<file path="config.mk">
export PLATFORM = sky130hd
export DESIGN_NAME = serial_tx_dbuf
export DESIGN_NICKNAME = d
export VERILOG_FILES = /design/src/rtl/sertx_pkg.sv /design/src/rtl/sertx_rst_sync.sv /design/src/rtl/sertx_hold.sv /design/src/rtl/sertx_shift.sv /design/src/rtl/serial_tx_dbuf.sv
export SDC_FILE = /design/constraint.sdc
export NUM_CORES = 1
export LEC_CHECK = 0
export ABC_AREA = 1
export BUFFER_PORTS_ARGS = -buffer_cell sky130_fd_sc_hd__buf_2
export CAP_MARGIN = 0
export CORE_AREA = 8 8 75 77
export DETAILED_ROUTE_END_ITERATION = 8
export DIE_AREA = 0 0 83 85
export GPL_ROUTABILITY_DRIVEN = 1
export GPL_TIMING_DRIVEN = 0
export SETUP_SLACK_MARGIN = 0.02
export SYNTH_ARGS = -nofsm -noshare
export SYNTH_HDL_FRONTEND = slang
export SYNTH_HIERARCHICAL = 1
export SYNTH_SLANG_ARGS = --single-unit
</file>
<file path="constraint.sdc">
create_clock -name clk -period 1.6 [get_ports clk]
set_input_delay 0.24 -clock clk [delete_from_list [all_inputs] [get_ports clk]]
set_output_delay 0.24 -clock clk [all_outputs]
set_load 0.05 [all_outputs]
</file>
<file path="src/rtl/sertx_pkg.sv">
package sertx_pkg;
  typedef enum logic {
    SH_IDLE = 1'b0,
    SH_SEND = 1'b1
  } sh_state_e;

  localparam logic LINE_MARK  = 1'b1;
  localparam logic LINE_SPACE = 1'b0;
endpackage

</file>
<file path="src/rtl/sertx_rst_sync.sv">
module sertx_rst_sync #(
  parameter int STAGES = 2
) (
  input  logic clk,
  input  logic rst_n_async,
  output logic rst_n_sync
);
  logic [STAGES-1:0] chain_q;

  always_ff @(posedge clk or negedge rst_n_async) begin
    if (!rst_n_async) chain_q <= '0;
    else              chain_q <= {chain_q[STAGES-2:0], 1'b1};
  end

  assign rst_n_sync = chain_q[STAGES-1];
endmodule

</file>
<file path="src/rtl/sertx_hold.sv">
module sertx_hold #(
  parameter int DATA_W = 8
) (
  input  logic              clk,
  input  logic              rst_n,
  input  logic              wr_en,
  input  logic [DATA_W-1:0] wr_data,
  input  logic              tx_enable,
  input  logic              load,
  output logic [DATA_W-1:0] hold_data,
  output logic              hold_full
);
  logic              accept;
  logic              full_d;
  logic [DATA_W-1:0] data_d;

  assign accept = wr_en & tx_enable & ~hold_full;

  always_comb begin
    full_d = hold_full;
    data_d = hold_data;
    if (accept) begin
      full_d = 1'b1;
      data_d = wr_data;
    end else if (load) begin
      full_d = 1'b0;
    end
  end

  always_ff @(posedge clk or negedge rst_n) begin
    if (!rst_n) begin
      hold_full <= 1'b0;
      hold_data <= '0;
    end else begin
      hold_full <= full_d;
      if (accept) hold_data <= data_d;
    end
  end

  AST_REJECT_KEEPS_DATA: assert property (@(posedge clk) disable iff (!rst_n)
    (wr_en && hold_full) |=> $stable(hold_data));
  AST_DISABLED_WRITE_IGNORED: assert property (@(posedge clk) disable iff (!rst_n)
    (wr_en && !tx_enable && !load) |=> ($stable(hold_full) && $stable(hold_data)));
  AST_ACCEPT_CLEARS_READY: assert property (@(posedge clk) disable iff (!rst_n)
    (wr_en && tx_enable && !hold_full) |=> hold_full);
  AST_LOAD_SETS_READY: assert property (@(posedge clk) disable iff (!rst_n)
    load |=> !hold_full);
endmodule

</file>
<file path="src/rtl/sertx_shift.sv">
module sertx_shift
  import sertx_pkg::*;
#(
  parameter int DATA_W = 8
) (
  input  logic              clk,
  input  logic              rst_n,
  input  logic              bit_tick,
  input  logic              tx_enable,
  input  logic              hold_full,
  input  logic [DATA_W-1:0] hold_data,
  output logic              load,
  output logic              busy,
  output logic              tx_line
);
  localparam int FRAME_W = DATA_W + 2;
  localparam int IDX_W   = $clog2(FRAME_W);
  localparam logic [IDX_W-1:0] LAST_IDX = IDX_W'(FRAME_W - 1);

  sh_state_e            state_q, state_d;
  logic [IDX_W-1:0]     idx_q, idx_d;
  logic [FRAME_W-1:0]   sr_q, sr_d;
  logic                 at_end;
  logic                 step_en;

  assign at_end  = (state_q == SH_SEND) && (idx_q == LAST_IDX);
  assign load    = bit_tick & tx_enable & hold_full & ((state_q == SH_IDLE) | at_end);
  assign step_en = bit_tick & (load | (state_q == SH_SEND));

  always_comb begin
    state_d = state_q;
    idx_d   = idx_q;
    sr_d    = sr_q;
    if (load) begin
      state_d = SH_SEND;
      idx_d   = '0;
      sr_d    = {LINE_MARK, hold_data, LINE_SPACE};
    end else if (at_end) begin
      state_d = SH_IDLE;
      idx_d   = '0;
      sr_d    = '1;
    end else begin
      idx_d   = idx_q + 1'b1;
      sr_d    = {LINE_MARK, sr_q[FRAME_W-1:1]};
    end
  end

  always_ff @(posedge clk or negedge rst_n) begin
    if (!rst_n) begin
      state_q <= SH_IDLE;
      idx_q   <= '0;
      sr_q    <= '1;
    end else if (step_en) begin
      state_q <= state_d;
      idx_q   <= idx_d;
      sr_q    <= sr_d;
    end
  end

  assign busy    = (state_q == SH_SEND);
  assign tx_line = sr_q[0];

  AST_LOAD_DRIVES_START: assert property (@(posedge clk) disable iff (!rst_n)
    load |=> (tx_line == LINE_SPACE));
  AST_IDX_IN_FRAME: assert property (@(posedge clk) disable iff (!rst_n)
    idx_q <= LAST_IDX);
  AST_NO_LOAD_WHEN_OFF: assert property (@(posedge clk) disable iff (!rst_n)
    (!tx_enable && !busy) |=> !busy);
  AST_IDLE_IS_MARK: assert property (@(posedge clk) disable iff (!rst_n)
    !busy |-> (tx_line == LINE_MARK));
endmodule

</file>
<file path="src/rtl/serial_tx_dbuf.sv">
module serial_tx_dbuf #(
  parameter int DATA_W = 8
) (
  input  logic              clk,
  input  logic              rst_n,
  input  logic              wr_en,
  input  logic [DATA_W-1:0] wr_data,
  input  logic              tx_enable,
  input  logic              bit_tick,
  output logic              tx_ready,
  output logic              tx_line,
  output logic              tx_drained
);
  logic              rst_n_int;
  logic              hold_full;
  logic [DATA_W-1:0] hold_data;
  logic              load;
  logic              busy;

  sertx_rst_sync #(.STAGES(2)) rst_sync_i (
    .clk         (clk),
    .rst_n_async (rst_n),
    .rst_n_sync  (rst_n_int)
  );

  sertx_hold #(.DATA_W(DATA_W)) hold_i (
    .clk       (clk),
    .rst_n     (rst_n_int),
    .wr_en     (wr_en),
    .wr_data   (wr_data),
    .tx_enable (tx_enable),
    .load      (load),
    .hold_data (hold_data),
    .hold_full (hold_full)
  );

  sertx_shift #(.DATA_W(DATA_W)) shift_i (
    .clk       (clk),
    .rst_n     (rst_n_int),
    .bit_tick  (bit_tick),
    .tx_enable (tx_enable),
    .hold_full (hold_full),
    .hold_data (hold_data),
    .load      (load),
    .busy      (busy),
    .tx_line   (tx_line)
  );

  assign tx_ready   = ~hold_full;
  assign tx_drained = ~hold_full & ~busy;

  AST_DRAINED_LINE_MARK: assert property (@(posedge clk) disable iff (!rst_n_int)
    tx_drained |-> tx_line);
endmodule

</file>
* Yosys cells after proc, flatten, opt, wreduce, memory -nomap -nowiden
Index checks and enable logic that the tools add are counted.
Word-level totals: word-level logic and storage cells 31, RAM bits 0, bits of input ports 13, memories kept 0, latch bits 0, register bits after elaboration 26, output and inout port bits 3, bits in read-only memories 0
Operators by class: equality and inequality tests 1, divide/modulo/power cells 0, multiply operators 0, shifts and indexed selects 0, magnitude comparators 0, bitwise operators 11, reduce and logical (&&, ||, !) cells 4, muxes and demuxes 8, add/sub/neg operators 1
Operator list (number):
- 9-bit 2-to-1 mux | 2
- 4-bit 2-to-1 mux | 2
- 1-bit bitwise AND | 7
- 4-bit by 1-bit adder with 4-bit output (second input constant) | 1
- 4-bit == test (second input constant) | 1
- 1-bit 2-to-1 mux | 4
- 2-bit nonzero test | 2
- 1-bit NOT | 2
- 1-bit bitwise OR | 2
- 2-bit AND reduction | 1
- 1-bit logical AND | 1

* Depth between registers and ports, before layout
Gate-level depths: netlist of run 1.
depth in word-level cells 7, depth in mapped cells 8, mapped depth without buffers 8

* Modules after synthesis
Netlist of run 1, hierarchy kept.
By module, submodules not included:
- sertx_shift | instances 1, cells an instance 110, area each 840.8 µm², sequential area each 361.6 µm²
- sertx_hold | instances 1, cells an instance 38, area each 384.1 µm², sequential area each 225.2 µm²
- sertx_rst_sync | instances 1, cells an instance 3, area each 53.8 µm², sequential area each 50.0 µm²
- serial_tx_dbuf | instances 1, cells an instance 2, area each 7.5 µm², sequential area each 0.0 µm²

* Least setup slack after synthesis of run 1
No wires, ideal clock.
kind reg2out, from reg shift_i.state_q (netlist: shift_i/busy), to out tx_drained, buffers on the path 0, path slack 0.265 ns, stages on the path, launching flop included 2, data required time 1.360 ns, data arrival time 1.095 ns, cell sequence dfrtp_1 > nor2_1
On the way: longest elaborated chain between the ends 2
RTL lines:
- start, declared | RTL line sertx_shift.sv:20 | sh_state_e state_q, state_d;
- start signal, assigned | RTL line sertx_shift.sv:54 | state_q <= state_d;
- 1-bit NOT | RTL line serial_tx_dbuf.sv:50 | assign tx_drained = ~hold_full & ~busy;
- 1-bit bitwise AND | RTL line serial_tx_dbuf.sv:50
- end, declared | RTL line serial_tx_dbuf.sv:12 | output logic tx_drained
Every way passes these cells.

* Worst setup path in the final report of run 1
Ends and elaborated chain as after synthesis.

==> results of run 1 <==
cells by family after synthesis:
| family | after synthesis |
|---|---|
| buffers and inverters | 30 |
| AOI/OAI and AO/OA | 6 |
| DFF | 25 |
| and+or+nand+nor | 89 |
| other | 1 |
| adders and majority gates | 2 |
cell type report:
| type | count | area, sq um |
|---|---|---|
| Sequential cell | 25 | 637 |
| Multi-Input combinational cell | 98 | 507 |
| Tap cell | 54 | 67.6 |
| Clock buffer | 3 | 41.3 |
| Inverter | 26 | 97.6 |
| Timing Repair Buffer | 15 | 80.1 |
| Fill cell | 467 | 3050 |
| Clock inverter | 1 | 7.51 |
| Buffer | 4 | 45.0 |
metrics by stage:
stage                     area, sq um  hold WS (ns)
after global placement           1420        0.0267
after CTS                        1480         0.201
after floorplan                  1290       -0.0556
after detailed placement         1420        0.0275
after global routing             1480         0.207
final                            1480         0.209
how the worst min path moves through the flow:
stage | start | endpoint | slack [ns] | cells past startpoint
floorplan | rst_n | rst_sync_i/chain_q[0] | -0.06 | 0
global placement | rst_n | rst_sync_i/chain_q[1] | 0.03 | 1
detailed placement | rst_n | rst_sync_i/chain_q[0] | 0.03 | 1
CTS | wr_data[1] | hold_i/hold_data[1] | 0.20 | 3
global route | wr_data[1] | hold_i/hold_data[1] | 0.21 | 3
finish | wr_data[1] | hold_i/hold_data[1] | 0.21 | 3
power breakdown:
part / internal (W) / switching (W)
registers: 0.000997 / 0.000220
logic: 0.000408 / 0.000734
clock network: 0.000177 / 0.000212
state kept, by name, summed over array words and instances (netlist names):
register            flops
shift_i/sr_q            9
hold_i/hold_data        8
shift_i/idx_q           4
rst_sync_i/chain_q      2
hold_i/hold_full        1
shift_i/busy            1
worst register-to-register path, delay by kind of cell (launching register included):
family | cells | cell delay [ns]
buf+inv | 1 | 0.07
compound gates | 1 | 0.07
fa+ha+maj | 1 | 0.17
simple gates | 4 | 0.46
flops | 1 | 0.43
per-layer routing:
metal  vias to the layer above  track usage (%)
met5                         -                0
met4                         0             5.27
met3                         5            0.670
met2                        15             9.97
met1                       424             8.19
li1                        516                -
layout by cell type, fill, tap and decap left out, drive strengths merged:
| master | instances |
|---|---|
| nand3 | 21 |
| dfrtp | 16 |
| ha | 2 |
| o21bai | 1 |
| nor2 | 4 |
| o22ai | 1 |
| dfstp | 9 |
| inv | 26 |
| dlygate4sd3 | 1 |
| clkbuf | 3 |
| clkinvlp | 1 |
| a21oi | 1 |
| nand2 | 54 |
| nand4 | 10 |
| o21ai | 3 |
| buf | 18 |
| conb | 1 |
timing repair:
action                                 CTS  global route
endpoints found under the hold margin    2             0
setup endpoints to repair                0             0
hold buffers                             1             0
setup buffers                            0             0
==> reports/metrics.cfg, run 1 <==
[worst_setup_path]
path_buf_inv = 1
start_kind = register
rr_startpoint = shift_i/idx_q[1]
rrSetupSlack_ns = 0.29
worstPathCellList = nor2_1, buf_2
crit_start = shift_i/busy
cp_slowest_cell = dfrtp_1
path_class = reg2out
critPathMaxFanout = 5
regToRegEndpoint = shift_i/busy
cpLargestDelayFamily = flip-flops
critPathCaptureType = output pin
cp.depth = 2
cp.required_ns = 1.36
r2r_cells = 7
worst_ep_arrival_time_ns = 1.12
crit_path_end = tx_drained
worst_path_largest_cell_delay_ns = 0.47

[cells_and_area]
instances_no_fill = 226
fin_util_pct = 32.7
drive_above_1_share_pct = 26.7
area_delta_synth_final_pct = 15.3
nets = 188
num_antenna_cells = 0

[sta]
max_freq_mhz = 736
tightest_slew_ns = 0.915
finalMaxSlewViolations = 0
slew_headroom_pct = 39.0
period_needed_ns = 1.36
fin_tns_setup_ns = 0
fin_crit_sh_pct = 84.9
hold_violations = 0
setup_viol = 0
setup_ws_ns = 0.242
rsz0062_at_grt = false
finClkSkew_ns = 0.00351

[clock_tree]
cts_root_buf = clkbuf_8
cts_resized = 0
cts_tree = built
clock_sinks = 25
numCtsBuffers = 3
clockBufferDepth = 2
htree_levels = 1
path_clk_slew_ns = 0.09
clk-insertion-delay-late_ns = 0.27

[placement]
gp_congestion = 0.726
io_buffer_count = 14
post-dp-hpwl_microns = 1730
preCtsSetupSlack_ns = 0.294
place_inst = 221

[synthesis]
yosysSeqAreaShare_pct = 49.5
synthXorXnorAreaFrac_pct = 0
synth-main-ff-cell = dfrtp_1
yosys.area_share.adder_pct = 1.95
synth-edff-count = 0
synth.top_cell.area_share_pct = 31.1
ys_async_sr_fraction_pct = 100
synth.area.mux_share_pct = 0
synth_area_leaders = dfrtp_1 (31%), dfstp_2 (18%), nand2_1 (14%)
synthCells = 153
synth_top_area_cell = dfrtp_1
syn-cell-area_sq_um = 1290
ys_seq_elements = 25
synthSimpleGateAreaFrac_pct = 34.2
synthTopCellsByCount = nand2_1 (48), inv_1 (22), nand3_1 (18)
synth_most_common_cell = nand2_1
yosysUniqueCellTypes = 22
syn_avg_cell_area_sq_um = 8.41
synth_top_family_by_area = simple AND/OR/NAND/NOR gates
synth_compound_area_share_pct = 2.92
syn-num-nets = 168
synth_warnings = 6

[floorplan]
row_count = 25
die_area_sq_um = 7060
coreArea_sq_um = 4540
start_util_pct = 28.4
ioPinCount = 16
dieHeight_microns = 85
die_w_microns = 83

[worst_hold_path]
hold_path.class = in2reg

[run]
drv_cap = 0

[routing]
vias_per_cell = 4.25
drc = 0
finalWirelength_microns = 2290
wl_met3_microns = 33
dr_total_vias = 960
wl_met1_microns = 1180
drt_iter0_markers = 16
dr.max_layer_used = met4
wl_met2_microns = 994
wire_per_inst_microns = 10.1
dr.pass1.iters = 4
ant_nets = 0

[power]
total_power_w = 0.00275
p_leak_nw = 0.777
power.density_nw_per_um2 = 1850
peakVddDrop_uv = 744

[global_route]
grt_overflow = 0
grt_pass1_wl_microns = 3890
grt.total_usage_pct = 6.54
antenna_found_initial = 0
grt_max_degree = 24
grt_pass1_vias = 891

[outcome]
outcome = complete, no violations

Power figures use the tool's default switching activity.
==> run 2, diff against run 1 <==
==> constraint.sdc (replaced) <==
create_clock -name clk -period 1.3 [get_ports clk]
set_input_delay 0.195 -clock clk [delete_from_list [all_inputs] [get_ports clk]]
set_output_delay 0.195 -clock clk [all_outputs]
set_load 0.05 [all_outputs]
==> reports/metrics.cfg, run 2 (synthesis results as in run 1) <==
[power]
power.switching_w = 0.00158  ; +36%
pwr-share-seq_pct = 40.4  ; -3.9 points
combPwrFrac_pct = 47.6  ; +6.0 points
p_leak_nw = 0.826  ; +6.3%
power.density_nw_per_um2 = 2350  ; +27%
internal-power_w = 0.00219  ; +39%
peakVddDrop_uv = 1030  ; +39%
switching_share_pct = 41.9  ; -0.55 points
clkPwrFrac_pct = 12.0  ; -2.1 points

[worst_setup_path]
path_buf_inv = 1  ; unchanged
crit_top_cell = nand2_8
critPathMaxFanout = 9  ; +4
worst_path_largest_cell_delay_ns = 0.41  ; -0.06 ns
path_class = reg2reg
critPathCaptureType = register
cpLargestDelayFamily = simple AND/OR/NAND/NOR gates
cp_slowest_cell = dfrtp_1
cp.required_ns = 1.45  ; +0.09 ns
worst_ep_arrival_time_ns = 1.38  ; +0.26 ns
start_kind = register
worstPathCellList = inv_2, ha_4, nand3_4, nand2_8, nand2_8, nor2_4, o21bai_1

[routing]
vias_per_cell = 4.36  ; +2.6%
drt_iter0_markers = 39  ; +23
wire_per_inst_microns = 10.7  ; +6.2%
ant_nets = 0  ; unchanged
dr.pass1.iters = 4  ; unchanged
dr_total_vias = 1024  ; +6.7%
drc = 0  ; unchanged
finalWirelength_microns = 2520  ; +10%

[cells_and_area]
num_antenna_cells = 0  ; unchanged
drive_above_1_share_pct = 33.1  ; +6.4 points
nFillCells = 462  ; -1.1%
area_delta_synth_final_pct = 24.7
layout_common_cells = nand2_1 (48), inv_1 (21), nand3_1 (18), dfrtp_1 (13), buf_2 (12)
regMostFlops = shift_i/sr_q
largest_register_ffs = 9  ; unchanged
fin_util_pct = 35.4  ; +2.7 points
largestRegisters = shift_i/sr_q: 9 flops, hold_i/hold_data: 8 flops, shift_i/idx_q: 4 flops
nets = 197  ; +4.8%
layout_commonest_cell = nand2_1

[floorplan]
coreArea_sq_um = 4540  ; unchanged
die_area_sq_um = 7060  ; unchanged
die_w_microns = 83  ; unchanged
row_count = 25  ; unchanged
ioPinCount = 16  ; unchanged
dieHeight_microns = 85  ; unchanged
start_util_pct = 28.4  ; unchanged

[clock_tree]
cts_root_buf = clkbuf_8
clockBufferDepth = 2  ; unchanged
clock_sinks = 25  ; unchanged
clk-insertion-delay-late_ns = 0.26  ; about the same
htree_levels = 1  ; unchanged
numCtsBuffers = 3  ; unchanged
cts_tree = built
path_clk_slew_ns = 0.08  ; about the same

[sta]
holdWs_ns = 0.174  ; -0.0355 ns
finClkSkew_ns = 0.00240  ; -0.00110 ns
rsz0062_at_grt = false
period_needed_ns = 1.23
hold_violations = 0  ; unchanged
fin_crit_sh_pct = 94.4
max_freq_mhz = 815
setup_viol = 0  ; unchanged
tightest_slew_ns = 0.899  ; -0.0159 ns
fin_tns_setup_ns = 0  ; unchanged
finalMaxSlewViolations = 0  ; unchanged
slew_headroom_pct = 40.0  ; +1.1 points

[run]
drv_cap = 0  ; unchanged

[outcome]
outcome = complete, no violations

[global_route]
grt_max_degree = 24  ; unchanged
antenna_found_initial = 0  ; unchanged
grt_pass1_vias = 978  ; +9.8%
grt.total_usage_pct = 7.31  ; +0.76 points
grt_pass1_wl_microns = 4410  ; +13%
grt_overflow = 0  ; unchanged

[worst_hold_path]
hold_path.class = in2reg

[placement]
gp_congestion = 0.722  ; -0.55%
post-dp-hpwl_microns = 1760  ; +1.4%
io_buffer_count = 14  ; unchanged

## run 2: cell type report
class                           instances  area [sq um]  area share [%]
Inverter                               26          97.6            6.08
Multi-Input combinational cell         99           563            35.1
Buffer                                  4          45.0            2.81
Tap cell                               54          67.6            4.21
Timing Repair Buffer                   23           145            9.05
Sequential cell                        25           641            39.9
Clock buffer                            4          45.0            2.81
## run 2: worst min-delay path, stage by stage
cell     delay, ns
buf_2         0.09
nand4_1       0.07
nand2_1       0.05
## run 2: final timing paths
path	start	endpoint	slack [ns]	cells past startpoint
hold / removal	wr_data[2]	hold_i/hold_data[2]	0.17	3
setup reg to reg	shift_i/idx_q[1]	shift_i/busy	0.07	7
setup / recovery	shift_i/idx_q[1]	shift_i/busy	0.07	7
hold reg to reg	rst_sync_i/chain_q[0]	rst_sync_i/chain_q[1]	0.35	0
min in group asynchronous	rst_n	rst_sync_i/chain_q[0]	0.24	2
max in group asynchronous	rst_sync_i/chain_q[1]	shift_i/idx_q[0]	0.31	0
## run 2: through the flow
| stage | instances | total power [W] | instance area, sq um | worst slack, ns |
|---|---|---|---|---|
| 2_1_floorplan | 153 | 0.00264 | 1290 | 0.122 |
| 3_3_place_gp | 221 | 0.00292 | 1430 | -0.0113 |
| 3_5_place_dp | 221 | 0.00295 | 1430 | -0.0124 |
| 4_1_cts | 227 | 0.00350 | 1510 | 0.0207 |
| 5_1_grt | 235 | 0.00412 | 1600 | 0.00919 |
| 6_report | 235 | 0.00378 | 1600 | 0.0734 |
## run 2: layer usage
layer	up-vias	GRT usage [%]	part of all wire, %
li1	536	-	-
met1	471	8.93	47
met2	13	11.6	49
met3	4	0.575	1.6
met4	0	5.75	2.8
met5	-	0	0
## run 2: repair_timing
item,4_1_cts,5_1_grt
cloned,0,1
endpoints found under the setup margin,6,15
pin swaps,1,3
gates resized for setup,4,9
setup buffers,1,7
endpoints found under the hold margin,2,0
hold buffers,1,0
## run 2: power by group through the flow
stage | Clock [W] | Combinational, W | Sequential (W)
floorplan | 0 | 0.00113 | 0.00151
global placement | 0 | 0.00141 | 0.00151
detailed placement | 0 | 0.00142 | 0.00153
CTS | 0.000477 | 0.00151 | 0.00151
global route | 0.000508 | 0.00203 | 0.00158
finish | 0.000454 | 0.00180 | 0.00152
==> run 3, diff against run 2 <==
--- a/config.mk
+++ b/config.mk
@@ -5,9 +5,9 @@
 export SDC_FILE = /design/constraint.sdc
 export NUM_CORES = 1
 export LEC_CHECK = 0
-export ABC_AREA = 1
+export ABC_AREA = 0
 export BUFFER_PORTS_ARGS = -buffer_cell sky130_fd_sc_hd__buf_2
-export CAP_MARGIN = 0
+export CAP_MARGIN = 10
 export CORE_AREA = 8 8 75 77
 export DETAILED_ROUTE_END_ITERATION = 8
 export DIE_AREA = 0 0 83 85
==> constraint.sdc (replaced) <==
create_clock -name clk -period 1.3 [get_ports clk]
set_input_delay 0.195 -clock clk [delete_from_list [all_inputs] [get_ports clk]]
set_output_delay 0.195 -clock clk [all_outputs]
set_load 0.1 [all_outputs]
==> reports/metrics.cfg, run 3 <==
[outcome]
outcome = complete, but fails checks
violations = setup timing

[routing]
wire_per_inst_microns = 14.0  ; +30%
vias_per_cell = 4.98  ; +14%
ant_nets = 0  ; unchanged
drt_iter0_markers = 28  ; -28%
drc = 0  ; unchanged
dr_total_vias = 922  ; -10%
finalWirelength_microns = 2590  ; +2.7%
dr.pass1.iters = 4  ; unchanged

[sta]
finalMaxSlewViolations = 0  ; unchanged
period_needed_ns = 1.31  ; +0.0871 ns
rsz0062_at_grt = true
fin_crit_sh_pct = 101  ; +6.7 points
fin_tns_setup_ns = -0.0246  ; -0.0246 ns
slew_headroom_pct = 40.3  ; +0.25 points
max_freq_mhz = 761  ; -6.6%
setup_ws_ns = -0.0137  ; -0.0871 ns
tightest_slew_ns = 0.896  ; -0.00372 ns
setup_viol = 2  ; +2
finClkSkew_ns = 0.00618  ; +0.00377 ns
hold_violations = 0  ; unchanged

[power]
power.density_nw_per_um2 = 2170  ; -7.6%
combPwrFrac_pct = 44.3  ; -3.3 points
power.switching_w = 0.00137  ; -13%
clkPwrFrac_pct = 12.8  ; +0.8 points
p_leak_nw = 0.680  ; -18%
peakVddDrop_uv = 987  ; -4.6%
pwr-share-seq_pct = 42.9  ; +2.5 points
switching_share_pct = 38.9  ; -3.0 points
internal-power_w = 0.00215  ; -1.9%
total_power_w = 0.00352  ; -6.6%

[cells_and_area]
drive_above_1_share_pct = 56.5  ; +23 points
regArea_sq_um = 639  ; -0.20%
num_antenna_cells = 0  ; unchanged
instances_no_fill = 185  ; -21%
nets = 147  ; -25%
multi_input_area_sq_um = 644  ; +14%
regMostFlops = shift_i/sr_q
area_delta_synth_final_pct = 26.3
layout_common_cells = dfrtp_1 (14), buf_2 (13), nand3_1 (12), dfstp_2 (9), mux2_2 (8)
nFillCells = 424  ; -8.2%
layout_commonest_cell = dfrtp_1
largest_register_ffs = 9  ; unchanged
largestRegisters = shift_i/sr_q: 9 flops, hold_i/hold_data: 8 flops, shift_i/idx_q: 4 flops

[worst_setup_path]
rrSetupSlack_ns = -0.01  ; -0.09 ns
cp_slowest_cell = dfrtp_1
cp.required_ns = 1.49  ; +0.04 ns
path_class = reg2reg
rr_startpoint = shift_i/idx_q[0]
critPathCaptureType = register
cpLargestDelayFamily = flip-flops
worst_ep_arrival_time_ns = 1.51  ; +0.13 ns
r2r_cells = 5  ; -2
critPathMaxFanout = 7  ; -2
start_kind = register
path_buf_inv = 1  ; unchanged
regToRegEndpoint = shift_i/sr_q[1]
worstPathCellList = ha_4, and4b_1, buf_8, nor3_1, o31ai_2
worst_path_largest_cell_delay_ns = 0.42  ; about the same

[synthesis]
yosysSeqAreaShare_pct = 49.6  ; +0.097 points
yosysUniqueCellTypes = 30  ; +36%
synth.top_cell.area_share_pct = 31.2  ; +0.061 points
synth_warnings = 6  ; unchanged
synthTopCellsByCount = dfrtp_1 (16), nand3_1 (12), dfstp_2 (9)
synth_area_leaders = dfrtp_1 (31%), dfstp_2 (18%), mux2_2 (7.0%)
syn_avg_cell_area_sq_um = 11.9  ; +41%
synthCells = 108  ; -29%
synth_top_area_cell = dfrtp_1
ys_seq_elements = 25  ; unchanged
syn-num-nets = 123  ; -27%
synth-main-ff-cell = dfrtp_1
synth_most_common_cell = dfrtp_1
synth-edff-count = 0  ; unchanged
ys_async_sr_fraction_pct = 100  ; unchanged
syn-cell-area_sq_um = 1280  ; -0.19%

[worst_hold_path]
hold_path.class = in2reg
holdPathEnd = hold_i/hold_data[4]
hold_start = wr_data[4]
min_path_cells = 2  ; -1

[clock_tree]
clock_sinks = 25  ; unchanged
cts_tree = built
numCtsBuffers = 3  ; unchanged
clk-insertion-delay-late_ns = 0.26  ; about the same
htree_levels = 1  ; unchanged
clockBufferDepth = 2  ; unchanged
cts_root_buf = clkbuf_8
path_clk_slew_ns = 0.09  ; about the same

[global_route]
antenna_found_initial = 0  ; unchanged
grt.total_usage_pct = 7.55  ; +0.25 points
grt_pass1_vias = 998  ; +2.0%
grt_max_degree = 24  ; unchanged
grt_pass1_wl_microns = 4620  ; +4.7%
grt_overflow = 0  ; unchanged

[placement]
place_inst = 177  ; -20%
post-dp-hpwl_microns = 1860  ; +6.0%
preCtsSetupSlack_ns = -0.138  ; -0.125 ns
gp_congestion = 0.754  ; +4.4%
io_buffer_count = 15  ; +1

[floorplan]
coreArea_sq_um = 4540  ; unchanged
row_count = 25  ; unchanged
die_area_sq_um = 7060  ; unchanged
start_util_pct = 28.3  ; -0.055 points
dieHeight_microns = 85  ; unchanged
die_w_microns = 83  ; unchanged
ioPinCount = 16  ; unchanged

[run]
drv_cap = 0  ; unchanged

==> run 3: cell types whose count changed after synthesis, moves of 4 or more <==
cell | before | now
nor3_1 | 0 | 7
nand3_1 | 18 | 12
nand4_1 | 10 | 1
inv_1 | 22 | 8
o31ai_2 | 0 | 7
inv_2 | 4 | 0
nand2_1 | 48 | 2
mux2_2 | 0 | 8
a211oi_2 | 0 | 6
clkbuf_1 | 0 | 4
==> run 3: cell type report <==
| cell class | instances | area share [%] |
|---|---|---|
| tap | 54 | 4.17 |
| inverter | 8 | 1.85 |
| timing repair buffer | 20 | 8.80 |
| clock buffer | 4 | 2.78 |
| sequential | 25 | 39.4 |
| multi-input combinational | 68 | 39.7 |
| buffer | 6 | 3.24 |
==> run 3: what timing repair did <==
action | 4_1_cts | 5_1_grt
setup endpoints to repair | 16 | 14
gates resized for setup | 20 | 7
hold buffers | 1 | 0
pin swaps | 1 | 2
buffers inserted | 2 | 2
endpoints found under the hold margin | 2 | 0
cloned | 0 | 0
==> run 3: how the worst max path moves through the flow <==
stage,startpoint,slack [ns],end,cells after the start
3_3_place_gp,shift_i/idx_q[1],-0.13,shift_i/sr_q[5],5
4_1_cts,shift_i/idx_q[1],-0.03,shift_i/sr_q[4],6
2_1_floorplan,shift_i/idx_q[0],0.007,shift_i/sr_q[1],5
3_5_place_dp,shift_i/idx_q[1],-0.14,shift_i/sr_q[5],5
5_1_grt,shift_i/idx_q[1],-0.10,shift_i/sr_q[4],6
6_report,shift_i/idx_q[0],-0.01,shift_i/sr_q[1],5
==> run 3: metrics by stage <==
stage          hold slack [ns]  instance area (sq um)  util [%]
3_5_place_dp           -0.0178                   1450      32.0
4_1_cts                  0.148                   1590      35.0
2_1_floorplan           -0.101                   1310         -
3_3_place_gp           -0.0195                   1450      32.0
6_report                 0.156                   1620      35.8
5_1_grt                  0.154                   1620      35.8
==> run 3: logic make-up after synthesis <==
| logic type | Yosys count | synth area share (%) |
|---|---|---|
| AND/OR/NAND/NOR | 31 | 15.8 |
| AO/OA/AOI/OAI | 24 | 18.6 |
| adder cells (fa/ha/maj) | 2 | 1.95 |
| flip-flops | 25 | 49.6 |
| multiplexers | 10 | 8.58 |
| buffers and inverters | 15 | 5.17 |
| other | 1 | 0.292 |
==> run 3: layer usage <==
metal,vias to the layer above,global-route usage (%),wire length [microns]
met2,19,14.1,1380
li1,447,-,-
met5,-,0,0
met4,0,1.92,6
met1,454,8.56,1140
met3,2,1.25,61
==> run 3: power groups by stage <==
stage / Combinational (W) / Clock [W] / Sequential (W)
6_report: 0.00156 / 0.000451 / 0.00151
5_1_grt: 0.00170 / 0.000500 / 0.00157
4_1_cts: 0.00150 / 0.000477 / 0.00152
3_5_place_dp: 0.00131 / 0 / 0.00152
3_3_place_gp: 0.00128 / 0 / 0.00150
2_1_floorplan: 0.00101 / 0 / 0.00156
